$ cat config.mk
export PLATFORM = sky130hd
export DESIGN_NAME = tri_timer
export DESIGN_NICKNAME = d
export VERILOG_FILES = /design/src/rtl/tmr_pkg.sv /design/src/rtl/tmr_prescale.sv /design/src/rtl/tmr_counter.sv /design/src/rtl/tmr_channel.sv /design/src/rtl/tri_timer.sv
export SDC_FILE = /design/constraint.sdc
export NUM_CORES = 1
export LEC_CHECK = 0
export CAP_MARGIN = 20
export CORE_ASPECT_RATIO = 1.25
export CORE_MARGIN = 2
export CORE_UTILIZATION = 45
export CTS_CLUSTER_SIZE = 28
export DETAILED_ROUTE_END_ITERATION = 10
export GPL_TIMING_DRIVEN = 0
export HOLD_SLACK_MARGIN = 0.15
export PLACE_DENSITY = 0.7
export SYNTH_ARGS = -nofsm -noshare
export SYNTH_HDL_FRONTEND = slang
export SYNTH_SLANG_ARGS = --single-unit
$ cat constraint.sdc
create_clock -name clk -period 9.5 [get_ports clk]
set_clock_uncertainty 0.05 [all_clocks]
set_input_delay 1.9 -clock clk [delete_from_list [all_inputs] [get_ports clk]]
set_output_delay 1.9 -clock clk [all_outputs]
set_load 0.01 [all_outputs]
$ cat src/rtl/tmr_pkg.sv
package tmr_pkg;
   // control register field positions (bit 4 is a command, never stored)
   localparam int CTL_W    = 6;
   localparam int CTL_STOP = 0;
   localparam int CTL_LIM  = 1;
   localparam int CTL_DOWN = 2;
   localparam int CTL_CMP  = 3;
   localparam int CTL_CLR  = 4;
   localparam logic [CTL_W-1:0] CTL_RST_VAL = 6'h21;

   // register kinds are laid out in this order; compare kinds follow K_LIM
   localparam int K_CLK  = 0;
   localparam int K_CTRL = 1;
   localparam int K_CNT  = 2;
   localparam int K_LIM  = 3;
   localparam int K_CMP0 = 4;

   function automatic int num_kinds(input int n_cmp);
      return n_cmp + 8;
   endfunction
endpackage

$ cat src/rtl/tmr_prescale.sv
module tmr_prescale #(
   parameter int PS_W = 4
) (
   input  logic            clk,
   input  logic            rst_n,
   input  logic            restart,
   input  logic            ps_en,
   input  logic [PS_W-1:0] ps_sel,
   output logic            tick
);
   localparam int DIV_W = 2 ** PS_W;
   localparam int SH_W  = PS_W + 1;

   if (PS_W < 1 || PS_W > 5) begin : g_bad_psw
      $error("tmr_prescale: PS_W out of range");
   end

   logic [DIV_W-1:0] phase_q;
   logic [DIV_W-1:0] mask;
   logic [SH_W-1:0]  shamt;

   always_ff @(posedge clk or negedge rst_n) begin
      if (!rst_n)       phase_q <= '0;
      else if (restart) phase_q <= '0;
      else              phase_q <= phase_q + 1'b1;
   end

   always_comb begin
      shamt = {1'b0, ps_sel} + SH_W'(1);
      mask  = (DIV_W'(1) << shamt) - DIV_W'(1);
      tick  = ps_en ? ((phase_q & mask) == mask) : 1'b1;
   end

   // the shortest divided period is two clocks
   p_tick_gap_r2: assert property (@(posedge clk) disable iff (!rst_n)
      (ps_en && tick) |=> (!tick || !ps_en));
endmodule

$ cat src/rtl/tmr_counter.sv
module tmr_counter #(
   parameter int CNT_W = 16
) (
   input  logic             clk,
   input  logic             rst_n,
   input  logic             adv,
   input  logic             clr,
   input  logic             down,
   input  logic [CNT_W-1:0] top,
   output logic [CNT_W-1:0] cnt_q,
   output logic [CNT_W-1:0] cnt_nxt,
   output logic             step,
   output logic             wrap
);
   logic at_end;

   always_comb begin
      at_end  = down ? (cnt_q == '0) : (cnt_q >= top);
      if (down) cnt_nxt = at_end ? top : cnt_q - 1'b1;
      else      cnt_nxt = at_end ? '0  : cnt_q + 1'b1;
      step    = adv && !clr;
      wrap    = step && at_end;
   end

   always_ff @(posedge clk or negedge rst_n) begin
      if (!rst_n)   cnt_q <= '0;
      else if (clr) cnt_q <= '0;
      else if (adv) cnt_q <= cnt_nxt;
   end

   p_hold_r3: assert property (@(posedge clk) disable iff (!rst_n)
      (!adv && !clr) |=> $stable(cnt_q));
   p_up_step_r4: assert property (@(posedge clk) disable iff (!rst_n)
      (adv && !clr && !down && cnt_q < top) |=> cnt_q == $past(cnt_q) + 1'b1);
   p_up_wrap_r4: assert property (@(posedge clk) disable iff (!rst_n)
      (adv && !clr && !down && cnt_q >= top) |=> cnt_q == '0);
   p_down_wrap_r5: assert property (@(posedge clk) disable iff (!rst_n)
      (adv && !clr && down && cnt_q == '0) |=> cnt_q == $past(top));
   p_clear_r6: assert property (@(posedge clk) disable iff (!rst_n)
      clr |=> cnt_q == '0);
endmodule

$ cat src/rtl/tmr_channel.sv
module tmr_channel
   import tmr_pkg::*;
#(
   parameter int CNT_W  = 16,
   parameter int N_CMP  = 3,
   parameter int PS_W   = 4,
   parameter int DATA_W = 32,
   parameter int KIND_W = 4
) (
   input  logic              clk,
   input  logic              rst_n,
   input  logic              wr_en,
   input  logic              rd_en,
   input  logic [KIND_W-1:0] kind,
   input  logic [DATA_W-1:0] wdata,
   output logic [DATA_W-1:0] rdata,
   output logic              irq
);
   localparam int CLK_W  = PS_W + 2;
   localparam int ST_W   = N_CMP + 3;
   localparam int ST_OVF = N_CMP + 1;
   localparam int EVC_W  = 3;
   localparam logic [KIND_W-1:0] KS_CLK  = KIND_W'(K_CLK);
   localparam logic [KIND_W-1:0] KS_CTRL = KIND_W'(K_CTRL);
   localparam logic [KIND_W-1:0] KS_CNT  = KIND_W'(K_CNT);
   localparam logic [KIND_W-1:0] KS_LIM  = KIND_W'(K_LIM);
   localparam logic [KIND_W-1:0] KS_ST   = KIND_W'(K_CMP0 + N_CMP);
   localparam logic [KIND_W-1:0] KS_IEN  = KIND_W'(K_CMP0 + N_CMP + 1);
   localparam logic [KIND_W-1:0] KS_EVC  = KIND_W'(K_CMP0 + N_CMP + 2);

   if (CNT_W < 2 || N_CMP < 1 || DATA_W < CNT_W || DATA_W < CLK_W) begin : g_bad_par
      $error("tmr_channel: parameter combination not supported");
   end

   logic [CLK_W-1:0] clk_q;
   logic [CTL_W-1:0] ctrl_q;
   logic [CNT_W-1:0] lim_q;
   logic [ST_W-1:0]  st_q, ien_q, set_v;
   logic [EVC_W-1:0] evc_q;
   logic [N_CMP-1:0][CNT_W-1:0] cmp_v;
   logic [N_CMP-1:0] cmp_hit;
   logic tick, restart, clr, rd_clr, step, wrap;
   logic [CNT_W-1:0] top, cnt_q, cnt_nxt;

   assign restart = wr_en && kind == KS_CLK;
   assign clr     = wr_en && kind == KS_CTRL && wdata[CTL_CLR];
   assign rd_clr  = rd_en && kind == KS_ST;
   assign top     = ctrl_q[CTL_LIM] ? lim_q : '1;

   tmr_prescale #(.PS_W(PS_W)) u_ps (
      .clk(clk), .rst_n(rst_n), .restart(restart),
      .ps_en(clk_q[0]), .ps_sel(clk_q[PS_W:1]), .tick(tick)
   );

   tmr_counter #(.CNT_W(CNT_W)) u_cnt (
      .clk(clk), .rst_n(rst_n), .adv(tick && !ctrl_q[CTL_STOP]), .clr(clr),
      .down(ctrl_q[CTL_DOWN]), .top(top), .cnt_q(cnt_q), .cnt_nxt(cnt_nxt),
      .step(step), .wrap(wrap)
   );

   for (genvar i = 0; i < N_CMP; i++) begin : g_cmp
      localparam logic [KIND_W-1:0] KS_ME = KIND_W'(K_CMP0 + i);
      logic [CNT_W-1:0] val_q;
      always_ff @(posedge clk or negedge rst_n) begin
         if (!rst_n)                       val_q <= '0;
         else if (wr_en && kind == KS_ME)  val_q <= wdata[CNT_W-1:0];
      end
      assign cmp_v[i]   = val_q;
      assign cmp_hit[i] = step && ctrl_q[CTL_CMP] && (cnt_nxt == val_q) && (val_q <= top);
   end

   assign set_v = {1'b0, wrap && !ctrl_q[CTL_LIM], cmp_hit, wrap && ctrl_q[CTL_LIM]};

   always_ff @(posedge clk or negedge rst_n) begin
      if (!rst_n) begin
         clk_q  <= '0;
         ctrl_q <= CTL_RST_VAL;
         lim_q  <= '0;
         ien_q  <= '0;
         evc_q  <= '0;
         st_q   <= '0;
      end else begin
         if (wr_en) begin
            case (kind)
               KS_CLK:  clk_q  <= wdata[CLK_W-1:0];
               KS_CTRL: ctrl_q <= wdata[CTL_W-1:0] & ~(CTL_W'(1) << CTL_CLR);
               KS_LIM:  lim_q  <= wdata[CNT_W-1:0];
               KS_IEN:  ien_q  <= wdata[ST_W-1:0];
               KS_EVC:  evc_q  <= wdata[EVC_W-1:0];
               default: ;
            endcase
         end
         st_q <= (rd_clr ? '0 : st_q) | set_v;
      end
   end

   always_comb begin
      rdata = '0;
      case (kind)
         KS_CLK:  rdata[CLK_W-1:0] = clk_q;
         KS_CTRL: rdata[CTL_W-1:0] = ctrl_q;
         KS_CNT:  rdata[CNT_W-1:0] = cnt_q;
         KS_LIM:  rdata[CNT_W-1:0] = lim_q;
         KS_ST:   rdata[ST_W-1:0]  = st_q;
         KS_IEN:  rdata[ST_W-1:0]  = ien_q;
         KS_EVC:  rdata[EVC_W-1:0] = evc_q;
         default: ;
      endcase
      for (int i = 0; i < N_CMP; i++)
         if (kind == KIND_W'(K_CMP0 + i)) rdata[CNT_W-1:0] = cmp_v[i];
   end

   assign irq = |(st_q & ien_q);

   p_cmp_gate_r7: assert property (@(posedge clk) disable iff (!rst_n)
      !ctrl_q[CTL_CMP] |=> (st_q[N_CMP:1] & ~$past(st_q[N_CMP:1])) == '0);
   p_set_wins_r8: assert property (@(posedge clk) disable iff (!rst_n)
      (|set_v) |=> (st_q & $past(set_v)) == $past(set_v));
   p_rd_clear_r8: assert property (@(posedge clk) disable iff (!rst_n)
      (rd_clr && set_v == '0) |=> st_q == '0);
   p_irq_quiet_r9: assert property (@(posedge clk) disable iff (!rst_n)
      ((st_q & ien_q) == '0) |-> !irq);
   p_no_ovf_in_lim_r4: assert property (@(posedge clk) disable iff (!rst_n)
      (ctrl_q[CTL_LIM] && !st_q[ST_OVF] && !rd_clr) |=> !st_q[ST_OVF]);
endmodule

$ cat src/rtl/tri_timer.sv
module tri_timer
   import tmr_pkg::*;
#(
   parameter int N_CH   = 3,
   parameter int CNT_W  = 16,
   parameter int N_CMP  = 3,
   parameter int PS_W   = 4,
   parameter int ADDR_W = 8,
   parameter int DATA_W = 32
) (
   input  logic              clk,
   input  logic              rst_n,
   input  logic              bus_en,
   input  logic              bus_we,
   input  logic [ADDR_W-1:0] bus_addr,
   input  logic [DATA_W-1:0] bus_wdata,
   output logic [DATA_W-1:0] bus_rdata,
   output logic [N_CH-1:0]   irq
);
   localparam int NUM_KIND = num_kinds(N_CMP);
   localparam int KIND_W   = $clog2(NUM_KIND);
   localparam int WIDX_W   = ADDR_W - 2;

   if (N_CH < 1 || KIND_W > WIDX_W || NUM_KIND * N_CH * 4 > 2 ** ADDR_W) begin : g_bad_map
      $error("tri_timer: address width too small for the register map");
   end

   logic [WIDX_W-1:0] widx, kind_i, ch_i;
   logic              hit, rd_go;
   logic [N_CH-1:0]   sel;
   logic [DATA_W-1:0] ch_rdata [N_CH];

   assign widx   = bus_addr[ADDR_W-1:2];
   assign kind_i = widx / WIDX_W'(N_CH);
   assign ch_i   = widx % WIDX_W'(N_CH);
   assign hit    = bus_en && (bus_addr[1:0] == 2'b00) && (kind_i < WIDX_W'(NUM_KIND));
   assign rd_go  = hit && !bus_we;

   for (genvar g = 0; g < N_CH; g++) begin : g_ch
      assign sel[g] = hit && (ch_i == WIDX_W'(g));
      tmr_channel #(
         .CNT_W(CNT_W), .N_CMP(N_CMP), .PS_W(PS_W), .DATA_W(DATA_W), .KIND_W(KIND_W)
      ) u_ch (
         .clk(clk), .rst_n(rst_n),
         .wr_en(sel[g] && bus_we), .rd_en(sel[g] && !bus_we),
         .kind(kind_i[KIND_W-1:0]), .wdata(bus_wdata),
         .rdata(ch_rdata[g]), .irq(irq[g])
      );
   end

   always_comb begin
      bus_rdata = '0;
      for (int c = 0; c < N_CH; c++)
         if (rd_go && sel[c]) bus_rdata = ch_rdata[c];
   end

   p_one_channel_r10: assert property (@(posedge clk) disable iff (!rst_n)
      $onehot0(sel));
endmodule

### After elaboration in Yosys (flattened, before gate mapping)

Cells that the tools add are included.

| word-level totals | value |
|---|---|
| register bits after elaboration | 366 |
| latch bits | 0 |
| word-level logic and storage cells | 258 |
| memories | 0 |
| memory bits (writable) | 0 |
| bits in read-only memories | 0 |
| output and inout bits | 35 |

| operators by class | value |
|---|---|
| bitwise logic cells | 9 |
| equality and inequality tests | 23 |
| $mul | 0 |
| multiplexer cells | 51 |
| add/sub/neg operators | 15 |
| reduce and logical (&&, ||, !) cells | 109 |
| shifts and indexed selects | 3 |
| magnitude comparators | 13 |
| div/mod/pow operators | 2 |

Operator list:

| kind | count |
|---|---|
| 16-bit two-way mux | 31 |
| 16-bit equality test | 12 |
| 16-bit <= comparator | 9 |
| 16-bit by 1-bit adder with 16-bit output, second input constant | 6 |
| 1-bit logical AND | 72 |
| 32-bit two-way mux | 2 |
| 3-bit one-hot mux with 7 select lines | 3 |
| 10-bit one-hot mux with 2 select lines | 3 |
| 3-bit one-hot mux with 6 select lines | 3 |
| 16-bit AND | 3 |
| 16-bit >= comparator | 3 |
| 16-bit zero test | 3 |
| 1-bit by 5-bit << shifter with 16-bit output, first input constant | 3 |
| 16-bit by 1-bit subtractor with 16-bit output, second input constant | 3 |
| 16-bit by 2-bit subtractor with 16-bit output, second input constant | 3 |
| 2-bit AND reduction | 15 |
| 6-bit AND | 3 |
| 6-bit two-way mux | 3 |
| 6-bit by 5-bit bitwise OR with 6-bit output | 3 |
| 6-bit OR reduction | 3 |
| 4-bit by 3-bit equality test with 1-bit output, second input constant | 4 |
| 4-bit by 1-bit adder with 5-bit output, second input constant | 3 |
| 1-bit zero test | 10 |
| 4-bit by 2-bit equality test with 1-bit output, second input constant | 2 |
| other kinds (12) | 20 |

### Longest topological paths before layout

| logic depth | value |
|---|---|
| depth in word-level cells | 13 |
| depth in mapped cells | 25 |
| depth with buffers taken out | 20 |

### Hierarchy

A second synthesis with hierarchy kept.

| second synthesis, totals | value |
|---|---|
| cell total of the unflattened synthesis | 3185 |
| area total of the unflattened synthesis | 29655.9 um^2 |

By module, submodules not included:

| module | area an instance (um^2) | cells each | instances |
|---|---|---|---|
| tmr_channel | 6020.8 | 562 | 3 |
| tmr_counter (g_ch[1].u_ch.u_cnt ...) | 2247.2 | 299 | 2 |
| tmr_prescale | 1107.3 | 129 | 3 |
| tmr_counter (g_ch[0].u_ch.u_cnt) | 2328.5 | 303 | 1 |
| tri_timer | 1448.9 | 211 | 1 |

### Worst setup path before layout

OpenSTA, ideal clock, no wires.

| timing path | value |
|---|---|
| path kind | input-to-output |
| start | in bus_addr[6] |
| end | out bus_rdata[5] |
| buffers on the path | 3 |
| arrival time | 6.278 ns |
| slack | 1.272 ns |
| data required time | 7.550 ns |
| stages | 23 |
| cell sequence | inv_1 -> ha_1 -> buf_2 -> inv_1 -> nor2_1 -> a221oi_1 -> inv_1 -> ha_1 -> a21oi_1 -> nand3_1 -> nor2_2 -> xor2_1 -> inv_1 -> ha_1 -> nand3b_1 -> nor2_1 -> nor3_1 -> a31oi_2 -> nand2b_1 -> clkbuf_1 -> buf_2 -> o21bai_1 -> o311ai_1 |

| between the ends | value |
|---|---|
| longest elaborated chain between the ends | 9 |
| elaborated cells between the ends (all ways) | 38 |

RTL lines:

| what | RTL line | source |
|---|---|---|
| from (decl) | tri_timer.sv:15 | `input logic [ADDR_W-1:0] bus_addr,` |
| 6-bit by 2-bit divider with 6-bit output | tri_timer.sv:34 | `assign kind_i = widx / WIDX_W'(N_CH);` |
| 4-bit equality test (tied with other cells) | tmr_channel.sv:99 | `case (kind)` |
| 3-bit one-hot mux with 6 select lines | tmr_channel.sv:99 |  |
| 16-bit two-way mux (3 in series) | tmr_channel.sv:110 | `if (kind == KIND_W'(K_CMP0 + i)) rdata[CNT_W-1:0] = cmp_v[i];` |
| 16-bit two-way mux | tri_timer.sv:54 | `if (rd_go && sel[c]) bus_rdata = ch_rdata[c];` |
| 32-bit two-way mux | tri_timer.sv:54 |  |
| 32-bit two-way mux (*) | tri_timer.sv:54 |  |
| to (decl) | tri_timer.sv:17 | `output logic [DATA_W-1:0] bus_rdata,` |

Mark *: on every way between the ends. The rest lies on a longest branch, timed or not.

### Final worst setup path

| timing path | value |
|---|---|
| start | in bus_addr[6] |
| end | out bus_rdata[11] |

| between the ends | value |
|---|---|
| longest elaborated chain between the ends | 9 |
| elaborated cells between the ends (all ways) | 34 |

RTL lines:

| what | RTL line |
|---|---|
| 6-bit by 2-bit divider with 6-bit output | tri_timer.sv:34 |
| 4-bit by 2-bit equality test with 1-bit output | tmr_channel.sv:99 |
| 10-bit one-hot mux with 2 select lines | tmr_channel.sv:99 |
| 16-bit two-way mux (3 in series) | tmr_channel.sv:110 |
| 16-bit two-way mux | tri_timer.sv:54 |
| 32-bit two-way mux | tri_timer.sv:54 |
| 32-bit two-way mux (*) | tri_timer.sv:54 |

Marked as above.

==> metrics.txt <==
die footprint=68650 um2; Hold Buf Count CTS=0; Core Region=65690 um2; Hold Path Stages=1; Die Wd=234.7 um; worst r2r path cells=17; Final Setup Violations=0; DR vias=29540; maximum vdd ir drop=0.1070 mV; Post-Syn Area=29950 um2; Tot Pwr=5.885 mW; Yosys warning total=0; Setup crit end kind=output port; leading area contributor after synthesis=dfrtp_1; synth unique cells=100; Max H-tree Level=2; slowest cell on the critical path=a222oi_1; DRC violations left=0; ys flop type=dfrtp_1; antenna violations before repair=4; leak pwr=15.09 nW; Slew Limit Fails=0; routed wire length=126400 um; PnR worst setup slack=53.03 ps; Clock Latency Late Sink=620 ps; Layout Nets=3726; synthesized area per cell=8.938 um2; antenna viol nets, final=0; Power per Cell Area=175.3 nW/um2; Max-Cap Viols=0; final setup TNS=0 ps; hpwl dp=95130 um; Place WS=-1808 ps; first-pass GRT wire length=186900 um; vias in the first global route=28400; Worst Hold Class=flop to flop; GRT Util Overall=0.3592; period utilization=0.9944; Hold Path Origin=g_ch[1].u_ch.clk_q[5]; Clock Tree Root=clkbuf_16; Worst Hold Path EP=g_ch[1].u_ch.clk_q[5]; drt wl/cell=29.01 um; Initial Util=0.4559; Synth Register Bits=363; area of the multi-input gates=19850 um2; Worst-Margin Slew=1236 ps; slew margin rel.=0.1732; storage element area=9091 um2; Worst Path Required=7550 ps; Reg clk slew, reported paths=60 ps; FF-to-FF Start=g_ch[2].u_ch.ctrl_q[1]; length of the first detailed-routing pass in iterations=8; largest net degree at the start of global routing=120; number of flops mapped to enable cells by yosys=0; synth-to-layout area growth=12.07%; TritonCTS buffer count=41; r2r endpoint=g_ch[2].u_ch.st_q[1]; Max Fclk=105.9 MHz; Fin. Hold Viols=0; share of cells above drive strength 1=0.1374; crit path buf inv count=10; critical path launch point type=primary input; final core occ=0.5110; post-synth top area share=0.2983; CP peak stage delay=940 ps; final period demand of the worst path=9447 ps; grt ovf=0; Num Clock Sinks=363; ys async rst share=1.000; Synth area leaders=dfrtp_1 30%, ha_1 9.0%, mux2_2 7.1%; worst endpoint data arrival time=7500 ps; CTS tree=built; CP max FO=10; GP Congestion=1.004; outcome=complete, no violations; via density per instance=6.781; Fill cells=6281; Largest delay share family, worst path=buffers and inverters; Iteration-0 DRC Markers=3894; sequential element share of the synthesized area=0.3035; critical path type=primary input to output port; # IOs=79; die height=292.4 um; CP most frequent cell=inv_1; setup slack, reg-to-reg=2500 ps; row cnt=105; Syn Inst Count=3351; Max Root-Sink Buffers=3; RSZ-0062 raised after global routing=false; Port Buf Inserts=43
## per-layer routing
metal  wire length (um)  up-vias  global-route usage
li1                   -    12790                   -
met1              48070    14280              0.4473
met2              56340     1866              0.5680
met3              11620      598             0.06785
met4              10330        4              0.2388
met5                 26        -                   0
## area by class of cell
| cell class | count | area share |
|---|---|---|
| clock buffers | 60 | 0.03694 |
| plain buffers | 238 | 0.03508 |
| well taps | 856 | 0.03191 |
| clock inverters | 16 | 0.005368 |
| repair buffers | 61 | 0.01923 |
| inverters | 82 | 0.009170 |
| flip-flops and latches | 363 | 0.2708 |
| multi-input cells | 2680 | 0.5914 |
| diodes | 1 | 0.00007455 |
## worst max path at each step
stage                      from                            to  slack [ps]  cells after the start
floorplan           bus_addr[6]                  bus_rdata[5]        1270                     23
global placement          rst_n  g_ch[2].u_ch.u_cnt.cnt_q[10]      -10000                      1
detailed placement  bus_addr[6]                  bus_rdata[6]       -1810                     25
CTS                 bus_addr[6]                 bus_rdata[12]          -9                     24
global route        bus_addr[6]                 bus_rdata[11]           2                     25
finish              bus_addr[6]                 bus_rdata[11]          50                     25
## power by group
part	leakage [nW]	internal, mW	switching [mW]
combinational	9.47	0.760	1.49
clock	0.690	0.992	0.732
sequential	4.93	1.70	0.211
total	15.1	3.45	2.44
## synthesized netlist by cell type (75+ instances only)
library cell,count
xnor2_1,118
a21oi_1,179
o21ai_0,128
ha_1,215
dfrtp_1,357
nor2_1,281
mux2_2,188
xor2_1,105
clkbuf_1,166
mux2_1,80
nand3_1,130
inv_1,75
nand2_1,265
## cells in the final DEF (no fill, tap or decap), types with 21 or more instances in the layout
master           synthesis  layout
o21ai_0                128     128
nand4_1                 58      58
a21oi_1                179     176
a22oi_1                 54      54
xnor2_1                118     118
dfrtp_1                357     357
nor3_1                  65      63
and3_1                  37      37
nor2b_1                 40      38
xor2_1                 105     104
a31oi_1                 30      28
a221oi_1                40      29
mux2_2                 188     188
mux2i_1                 37      37
clkbuf_16                0      43
o211ai_1                33      33
ha_1                   215     214
a22o_1                  26      26
clkdlybuf4s50_1          0      26
nand2b_1                31      28
a211oi_1                40      40
nand3_1                130     129
clkbuf_1               166     154
mux2_1                  80      80
inv_1                   75      74
o22ai_1                 31      30
o31ai_1                 21      21
nor4_1                  45      43
nor2_1                 281     277
nand2_1                265     264
buf_4                   25      44
o221ai_1                28      21
## state kept, by name, summed over array words and instances, names as in the netlist
register and flops:
g_ch.u_ch.u_cnt.cnt_q 48, g_ch.u_ch.evc_q 9, g_ch.u_ch.g_cmp.val_q 144, g_ch.u_ch.u_ps.phase_q 48, g_ch.u_ch.ien_q 18, g_ch.u_ch.lim_q 48
g_ch.u_ch.clk_q 18, g_ch.u_ch.st_q 15, g_ch.u_ch.ctrl_q 15
## per-stage QoR
stage                     instances  hold slack, ps  instance area [um2]
after floorplan                3366           415.5                30010
after global placement         4265           439.2                31510
after detailed placement       4271           444.5                31670
after CTS                      4354           458.4                33430
after global routing           4356           473.4                33560
final                          4357           461.7                33570
## logic make-up (layout without fill, tap and decap cells)
group,after synthesis,count (layout),synth area share
muxes,305,305,0.1131
and+or+nand+nor,1094,1094,0.1867
adders and majority gates,215,215,0.08982
other,1,17,0.0001252
xor gates and xnor gates,223,223,0.06521
DFF,363,363,0.3035
AOI/OAI and AO/OA,827,827,0.1943
buffers and inverters,323,457,0.04721
## timing repair
action	4_1_cts	5_1_grt
gates resized for setup	80	42
setup endpoints to repair	16	16
pin swaps	9	9
setup buffers	10	1
Note: power is estimated with default switching activity, not from simulation.
